## src/rtl/rrAdcPkg.sv

```systemverilog
package rrAdcPkg;

  typedef enum logic [1:0] {
    MODE_Q12    = 2'd0,
    MODE_S15    = 2'd1,
    MODE_S16    = 2'd2,
    MODE_S16ALT = 2'd3
  } adcMode_t;

  typedef enum logic [1:0] {
    ST_OFF  = 2'd0,
    ST_GAP  = 2'd1,
    ST_XFER = 2'd2
  } seqState_t;

  // strobes from the sequencer to the capture datapath
  typedef struct packed {
    logic clearShift;
    logic sampleBit;
    logic frameDone;
  } seqStrobe_t;

endpackage

```

## src/rtl/rrAdcCtrl.sv

```systemverilog
module rrAdcCtrl
  import rrAdcPkg::*;
#(
  parameter int NUM_CH = 8,
  parameter int DIV_W  = 8,
  parameter int GAP_W  = 4,
  parameter int W_Q12  = 12,
  parameter int W_S15  = 15,
  parameter int W_S16  = 16,
  localparam int CH_W    = $clog2(NUM_CH),
  localparam int BIT_W   = $clog2(W_S16),
  localparam int GCNT_W  = GAP_W + 1
) (
  input  logic              clk,
  input  logic              rstN,
  input  logic              enable,
  input  adcMode_t          mode,
  input  logic [CH_W-1:0]   chanCount,
  input  logic [DIV_W-1:0]  clkDiv,
  input  logic [GAP_W-1:0]  idleGap,
  output seqStrobe_t        stb,
  output logic [CH_W-1:0]   chan,
  output logic              sclk,
  output logic [NUM_CH-1:0] csLines
);

  localparam logic [CH_W-1:0] QUAD_LAST = CH_W'(3);

  seqState_t         state;
  logic [DIV_W-1:0]  divCnt;
  logic [GCNT_W-1:0] gapLeft;
  logic [BIT_W-1:0]  bitIdx;
  logic              phase;
  logic              sclkQ;

  logic [DIV_W-1:0]  halfLim;
  logic              tick;
  logic [BIT_W-1:0]  lastBit;
  logic [CH_W-1:0]   lastCh;
  logic [GAP_W-1:0]  effGap;
  logic [GCNT_W-1:0] gapTicks;

  always_comb begin
    halfLim  = (clkDiv == '0) ? DIV_W'(1) : clkDiv;
    tick     = (divCnt == halfLim - DIV_W'(1));
    effGap   = (idleGap == '0) ? GAP_W'(1) : idleGap;
    gapTicks = {effGap, 1'b0};
    unique case (mode)
      MODE_Q12: lastBit = BIT_W'(W_Q12 - 1);
      MODE_S15: lastBit = BIT_W'(W_S15 - 1);
      default:  lastBit = BIT_W'(W_S16 - 1);
    endcase
    lastCh = (mode == MODE_Q12 && chanCount > QUAD_LAST) ? QUAD_LAST : chanCount;
  end

  always_ff @(posedge clk) begin
    if (!rstN) begin
      state   <= ST_OFF;
      divCnt  <= '0;
      gapLeft <= '0;
      bitIdx  <= '0;
      phase   <= 1'b0;
      chan    <= '0;
      sclkQ   <= 1'b1;
    end else if (!enable) begin
      state  <= ST_OFF;
      divCnt <= '0;
      bitIdx <= '0;
      phase  <= 1'b0;
      chan   <= '0;
      sclkQ  <= 1'b1;
    end else begin
      divCnt <= tick ? '0 : divCnt + DIV_W'(1);
      unique case (state)
        ST_OFF: begin
          state   <= ST_GAP;
          gapLeft <= gapTicks;
          divCnt  <= '0;
        end
        ST_GAP: begin
          if (tick) begin
            if (gapLeft == GCNT_W'(1)) begin
              state  <= ST_XFER;
              sclkQ  <= 1'b0;
              phase  <= 1'b0;
              bitIdx <= '0;
            end else begin
              gapLeft <= gapLeft - GCNT_W'(1);
            end
          end
        end
        ST_XFER: begin
          if (tick) begin
            if (!phase) begin
              sclkQ <= 1'b1;
              phase <= 1'b1;
            end else if (bitIdx == lastBit) begin
              state   <= ST_GAP;
              gapLeft <= gapTicks;
              phase   <= 1'b0;
              chan    <= (chan == lastCh) ? '0 : chan + CH_W'(1);
            end else begin
              bitIdx <= bitIdx + BIT_W'(1);
              phase  <= 1'b0;
              sclkQ  <= 1'b0;
            end
          end
        end
        default: state <= ST_OFF;
      endcase
    end
  end

  always_comb begin
    stb.clearShift = enable && (state == ST_GAP) && tick && (gapLeft == GCNT_W'(1));
    stb.sampleBit  = enable && (state == ST_XFER) && tick && !phase;
    stb.frameDone  = enable && (state == ST_XFER) && tick && phase && (bitIdx == lastBit);
  end

  // select encoding: direct channel lines for the quad device, binary code
  // plus an active-low decoder enable for single-channel devices
  always_comb begin
    csLines = '1;
    if (state == ST_XFER) begin
      if (mode == MODE_Q12) begin
        csLines[1:0] = chan[1:0];
        csLines[2]   = 1'b0;
      end else begin
        csLines[CH_W-1:0] = chan;
        csLines[CH_W]     = 1'b0;
      end
    end
  end

  assign sclk = sclkQ;

endmodule

```

## src/rtl/rrAdcDatapath.sv

```systemverilog
module rrAdcDatapath
  import rrAdcPkg::*;
#(
  parameter int NUM_CH = 8,
  parameter int RES_W  = 16,
  localparam int CH_W  = $clog2(NUM_CH)
) (
  input  logic             clk,
  input  logic             rstN,
  input  seqStrobe_t       stb,
  input  logic [CH_W-1:0]  chan,
  input  logic             sdi,
  input  logic             rdEn,
  input  logic [CH_W-1:0]  rdAddr,
  output logic [RES_W-1:0] rdData,
  output logic             rdValid
);

  logic [RES_W-1:0] shiftReg;
  logic [RES_W-1:0] resArr  [NUM_CH];
  logic [NUM_CH-1:0] freshFlag;

  always_ff @(posedge clk) begin
    if (!rstN) begin
      shiftReg <= '0;
    end else if (stb.clearShift) begin
      shiftReg <= '0;
    end else if (stb.sampleBit) begin
      shiftReg <= {shiftReg[RES_W-2:0], sdi};
    end
  end

  for (genvar g = 0; g < NUM_CH; g++) begin : gChan
    always_ff @(posedge clk) begin
      if (!rstN) begin
        resArr[g]    <= '0;
        freshFlag[g] <= 1'b0;
      end else begin
        if (rdEn && rdAddr == CH_W'(g)) freshFlag[g] <= 1'b0;
        if (stb.frameDone && chan == CH_W'(g)) begin
          resArr[g]    <= shiftReg;
          freshFlag[g] <= 1'b1;
        end
      end
    end
  end

  assign rdData  = resArr[rdAddr];
  assign rdValid = freshFlag[rdAddr];

endmodule

```

## src/rtl/rr_adc_sampler.sv

```systemverilog
module rr_adc_sampler
  import rrAdcPkg::*;
#(
  parameter int NUM_CH = 8,
  parameter int RES_W  = 16,
  parameter int DIV_W  = 8,
  parameter int GAP_W  = 4,
  localparam int CH_W  = $clog2(NUM_CH)
) (
  input  logic              clk,
  input  logic              rstN,
  input  logic              enable,
  input  logic [1:0]        modeSel,
  input  logic [CH_W-1:0]   chanCount,
  input  logic [DIV_W-1:0]  clkDiv,
  input  logic [GAP_W-1:0]  idleGap,
  input  logic              sdi,
  input  logic              rdEn,
  input  logic [CH_W-1:0]   rdAddr,
  output logic [RES_W-1:0]  rdData,
  output logic              rdValid,
  output logic              sclk,
  output logic [NUM_CH-1:0] csLines
);

  seqStrobe_t      stb;
  logic [CH_W-1:0] curChan;

  rrAdcCtrl #(
    .NUM_CH(NUM_CH), .DIV_W(DIV_W), .GAP_W(GAP_W), .W_S16(RES_W)
  ) u_ctrl (
    .clk(clk), .rstN(rstN), .enable(enable), .mode(adcMode_t'(modeSel)),
    .chanCount(chanCount), .clkDiv(clkDiv), .idleGap(idleGap),
    .stb(stb), .chan(curChan), .sclk(sclk), .csLines(csLines)
  );

  rrAdcDatapath #(
    .NUM_CH(NUM_CH), .RES_W(RES_W)
  ) u_dp (
    .clk(clk), .rstN(rstN), .stb(stb), .chan(curChan), .sdi(sdi),
    .rdEn(rdEn), .rdAddr(rdAddr), .rdData(rdData), .rdValid(rdValid)
  );

endmodule

```

## config.mk

```make
export PLATFORM = sky130hd
export DESIGN_NAME = rr_adc_sampler
export DESIGN_NICKNAME = d
export VERILOG_FILES = /design/src/rtl/rrAdcPkg.sv /design/src/rtl/rrAdcCtrl.sv /design/src/rtl/rrAdcDatapath.sv /design/src/rtl/rr_adc_sampler.sv
export SDC_FILE = /design/constraint.sdc
export NUM_CORES = 1
export LEC_CHECK = 0
export ABC_AREA = 1
export BUFFER_PORTS_ARGS = -buffer_cell sky130_fd_sc_hd__buf_2
export CAP_MARGIN = 20
export CORE_MARGIN = 4
export CORE_UTILIZATION = 55
export CTS_CLUSTER_DIAMETER = 120
export CTS_CLUSTER_SIZE = 16
export DETAILED_ROUTE_END_ITERATION = 12
export GPL_TIMING_DRIVEN = 0
export PLACE_DENSITY = 0.84
export SYNTH_ARGS = -nofsm -noshare
export SYNTH_HDL_FRONTEND = slang
export SYNTH_SLANG_ARGS = --single-unit
```

## constraint.sdc

```tcl
create_clock -name clk -period 2.78 [get_ports clk]
set_clock_uncertainty 0.15 [all_clocks]
set_input_delay 0 -clock clk [delete_from_list [all_inputs] [get_ports clk]]
set_output_delay 0 -clock clk [all_outputs]
set_load 0.1 [all_outputs]
```

* Word level (Yosys, flattened, before mapping)
Memory sizes are Yosys's and may differ from the RTL's. Index checks and enable logic that the tools add are counted. W data, S select, Z words.
Operators by class: multiply operators 0, divide/modulo/power cells 0, muxes and demuxes 86, reduce and logical (&&, ||, !) cells 51, shifts and indexed selects 0, add/sub/neg operators 5, equality and inequality tests 29, magnitude comparators 2, bitwise gates (word level) 10
Operators with widths (number):
- $mux W16 | 8
- $mux W1 | 50
- $mux W4 | 7
- $logic_and A1 B1 Y1 | 25
- $mux W5 | 5
- $eq A3 B3 Y1 const B | 8
- $reduce_bool A2 Y1 | 9
- $pmux W5 S3 | 1
- $eq A3 B2 Y1 const B | 4
- $mux W2 | 5
- $ne A2 B1 Y1 const B | 5
- $reduce_and A5 Y1 | 2
- $mux W3 | 3
- $add A8 B1 Y8 const B | 1
- $eq A8 B8 Y1 | 1
- $logic_not A8 Y1 | 1
- $mux W8 | 1
- $or A1 B1 Y1 | 8
- $pmux W4 S2 | 1
- $reduce_and A4 Y1 | 2
- $sub A8 B1 Y8 const B | 1
- $reduce_and A7 Y1 | 1
- $eq A3 B1 Y1 const B | 2
- $logic_not A3 Y1 | 2
- 25 further kinds | 30
Storage, ports and cells: register bits 48, memories kept 1, input port bits 25, output and inout port bits 26, latch bits 0, bits in writable memories 128, word-level logic and storage cells 200, memory bits (read-only) 0
Memories:
- u_dp.resArr | depth 8, width 16, rd ports 1, clocked after Yosys merged registers in 0, wr ports 8, line rrAdcDatapath.sv:20 | logic [RES_W-1:0] resArr [NUM_CH];

* Depth between registers and ports, before layout
word-level depth 12, depth in mapped cells 21, mapped depth without buffers 21

* Modules after synthesis
A second synthesis with hierarchy kept.
Second synthesis, totals: cells, all modules 1080, area, all modules 8896.0 µm²
Modules (own cells, without submodules):
- rrAdcDatapath | sequential area each 4324.1 µm², instances 1, cells each 794, area each 7019.2 µm²
- rrAdcCtrl | sequential area each 480.5 µm², instances 1, cells each 286, area each 1876.8 µm²

* Worst setup path after synthesis
Ideal clock, no wire load.
kind flip-flop to output port, from register u_ctrl.chan[2], to output port csLines[2], cell stages (with the launch flop) 4, setup slack -0.470 ns, data required time 2.630 ns, path buffers 1, arrival time 3.100 ns, path through dfxtp_1 clkbuf_1 inv_2 o21ai_0
On the way: longest elaborated chain between the ends 2
RTL lines:
- start, declared | line rrAdcCtrl.sv:22 | output logic [CH_W-1:0] chan,
- start signal, assigned | line rrAdcCtrl.sv:101 | chan <= (chan == lastCh) ? '0 : chan + CH_W'(1);
- $mux W3 | line rrAdcCtrl.sv:125 | if (mode == MODE_Q12) begin
- $mux W4 | line rrAdcCtrl.sv:124 | if (state == ST_XFER) begin
- end, declared | line rr_adc_sampler.sv:23 | output logic [NUM_CH-1:0] csLines
No other way between the ends.

* Worst setup path after layout
from input port rdAddr[0], to output port rdData[5]
On the way: longest elaborated chain between the ends 1
RTL lines:
- start, declared | line rr_adc_sampler.sv:19 | input logic [CH_W-1:0] rdAddr,
- $mem_v2 Z8 W16
- end, declared | line rr_adc_sampler.sv:20 | output logic [RES_W-1:0] rdData,
No other way between the ends.

==> impl_metrics.env <==
export IMPL_antenna_found_initial=0
export IMPL_clock_path_buffers=2
export IMPL_core_area_um2=15300
export IMPL_yosysWarningCount=0
export IMPL_maxCapViolCount=0
export IMPL_r2r_start="u_ctrl.divCnt[6]"
export IMPL_synth_seq_cells=176
export IMPL_powerDensity_nw_per_um2=625
export IMPL_crit_fanout=10
export IMPL_cp_start_kind="input port"
export IMPL_rr_endpoint="u_dp.resArr[6][8]"
export IMPL_max_freq_ghz=0.375
export IMPL_row_count=45
export IMPL_hp_class="input port to register"
export IMPL_min_delay_start="chanCount[0]"
export IMPL_routed_via_count=6913
export IMPL_grt_max_degree=17
export IMPL_max_vdd_ir_drop_mv=0.465
export IMPL_path_clk_slew_ns=0.07
export IMPL_port_buffers=46
export IMPL_cts_buffers=17
export IMPL_synth_main_ff_cell="edfxtp_1"
export IMPL_final_common_cell="nor2_1"
export IMPL_drtIter0Drc=822
export IMPL_ys_top_cells_by_area="edfxtp_1 45%, dfxtp_1 11%, nor2_1 7.7%"
export IMPL_grt_util_all_layers_pct=24.3
export IMPL_area_growth_pct=16.3
export IMPL_fp_dieW_um=133
export IMPL_min_path_cells=6
export IMPL_slew_headroom_pct=10.1
export IMPL_setup_viol=0
export IMPL_tns_ns=0
export IMPL_synth_avg_cell_area_um2=9.62
export IMPL_synth_edff_count=128
export IMPL_root_buffer="clkbuf_16"
export IMPL_tritoncts="yes"
export IMPL_power_w=0.00623
export IMPL_critical_path_class="input port to primary output"
export IMPL_arrival_ns=2.51
export IMPL_syn_inst=891
export IMPL_synth_top_cell_area_share_pct=44.8
export IMPL_htreeDepth=4
export IMPL_initial_utilization_pct=56.2
export IMPL_ys_types=39
export IMPL_p_leak_nw=3.66
export IMPL_first_pass_iters=6
export IMPL_wl_per_cell_um=18.1
export IMPL_fin_util_pct=65.3
export IMPL_drcViolationCount=0
export IMPL_crit_path_end_kind="primary output"
export IMPL_io_pins=51
export IMPL_die_area_um2=17600
export IMPL_final_cell_mix="175 x nor2_1, 162 x nand2_1, 128 x edfxtp_1"
export IMPL_max_slew_worst_pin_slew_ns=1.35
export IMPL_hold_viol_final=0
export IMPL_routed_wirelength_mm=21.8
export IMPL_holdPathEnd="u_ctrl.chan[2]"
export IMPL_grt_pass1_wl_mm=33.6
export IMPL_r2r_setup_slack_ns=0.19
export IMPL_place_hpwl_mm=14.0
export IMPL_die_h_um=133
export IMPL_grt_pass1_vias=6604
export IMPL_grt_overflow=0
export IMPL_finalMaxSlewViolations=0
export IMPL_ys_seq_area_share_pct=56.1
export IMPL_ff2ff_path_depth=12
export IMPL_clock_latency_ns=0.44
export IMPL_fin_nets=1020
export IMPL_status="finished clean"
export IMPL_finalCriticalPeriod_ns=2.66
export IMPL_period_share_pct=95.9
export IMPL_gp_congestion=0.896
export IMPL_critPathRequiredTime_ns=2.63
export IMPL_synth_async_reset_ratio_pct=0
export IMPL_ant_nets=0
export IMPL_yosys_area_top_type="edfxtp_1"
export IMPL_drive_gt1_share_pct=16.2
export IMPL_synth_cell_area_um2=8570
export IMPL_vias_per_cell=5.74
export IMPL_clock_sinks=176
export IMPL_antenna_cells=0
[power by group]
part / internal [W] / switching, W
Sequential: 0.00292 / 0.0000482
Clock: 0.00134 / 0.00106
Combinational: 0.000200 / 0.000660
Total: 0.00446 / 0.00177
[final cells by class]
cell class | instances | area (um2)
fill | 1110 | 5290
sequential | 176 | 4800
multi-input combinational | 614 | 3420
clock buffer | 18 | 429
timing repair buffer | 66 | 420
tap | 211 | 264
inverter | 68 | 255
buffer | 37 | 218
clock inverter | 14 | 154
[worst max-delay path by stage]
| stage | end | cells after the start | from | slack, ns |
|---|---|---|---|---|
| floorplan | u_dp.resArr[4][0] | 17 | clkDiv[4] | -0.07 |
| finish | rdData[5] | 9 | rdAddr[0] | 0.12 |
| CTS | u_dp.resArr[7][5] | 20 | clkDiv[2] | 0.006 |
| global route | u_dp.resArr[0][7] | 21 | clkDiv[2] | -0.01 |
| detailed placement | u_dp.resArr[2][14] | 18 | clkDiv[2] | -0.71 |
| global placement | u_dp.resArr[1][14] | 20 | clkDiv[2] | -0.66 |
[worst max-delay path, cell delays in order]
cell,delay [ns]
buf_2,0.11
inv_1,0.07
nor2_1,0.63
clkbuf_1,0.58
nand2_1,0.11
nand4_1,0.16
nor2_1,0.07
a31oi_1,0.29
buf_2,0.49
[timing repair]
| item | 4_1_cts | 5_1_grt |
|---|---|---|
| setup buffers | 0 | 4 |
| endpoints found under the setup margin | 128 | 211 |
| hold buffers | 16 | 0 |
| gates resized for setup | 15 | 11 |
| gates cloned | 0 | 1 |
| pin swaps | 0 | 1 |
| endpoints found under the hold margin | 26 | 0 |
[cells in the mapped netlist (3+ instances only)]
cell      number
clkinv_1      20
nor2_2         6
nor3_1         3
nand4_1       21
nor2_1       175
xnor2_1        5
inv_1         40
edfxtp_1     128
o21ai_0        7
nand4_4        6
a31oi_1       17
nor3b_1       18
xor2_1        10
buf_12         3
buf_2          7
nand2_2        6
a211oi_1       8
buf_4          5
ha_1          15
nor2_4        18
nand3b_1       3
a22oi_1       34
inv_2          8
nand3_1       53
dfxtp_1       48
a21oi_1       19
nand2_1      170
clkbuf_1      20
[layer usage]
layer	vias up	part of all wire, %	track usage, %
li1	3218	-	-
met1	3217	38	30.0
met2	413	49	41.2
met3	65	9.8	6.05
met4	0	3.3	9.30
met5	-	0	0
[cell families (layout without fill, tap and decap cells)]
group	after synthesis	in the layout	synth area share (%)
flip-flops	176	176	56.1
AO/OA/AOI/OAI	90	90	6.82
multiplexers	1	1	0.117
adder cells (fa/ha/maj)	15	15	2.19
XOR/XNOR	15	15	1.53
buffers and inverters	105	203	5.49
AND/OR/NAND/NOR	488	489	27.8
other	1	4	0.0437
[state kept, by name, summed over array words and instances (netlist names), 2 cells and up]
register,count
u_dp.resArr,128
u_ctrl.chan,3
u_ctrl.gapLeft,5
u_dp.freshFlag,8
u_ctrl.bitIdx,4
u_ctrl.divCnt,8
u_dp.shiftReg,16
u_ctrl.state,2
[metrics by stage]
step / instances / hold WS, ns / setup WS (ns) / cell area [um2]
3_3_place_gp: 1151 / 0.151 / -0.656 / 9080
4_1_cts: 1199 / 0.0267 / 0.00632 / 9880
6_report: 1204 / 0.0489 / 0.115 / 9970
3_5_place_dp: 1151 / 0.159 / -0.713 / 9080
2_1_floorplan: 894 / 0.0290 / -0.0690 / 8580
5_1_grt: 1204 / 0.0907 / -0.0113 / 9970
No activity file was read; power rests on OpenSTA's default activity.
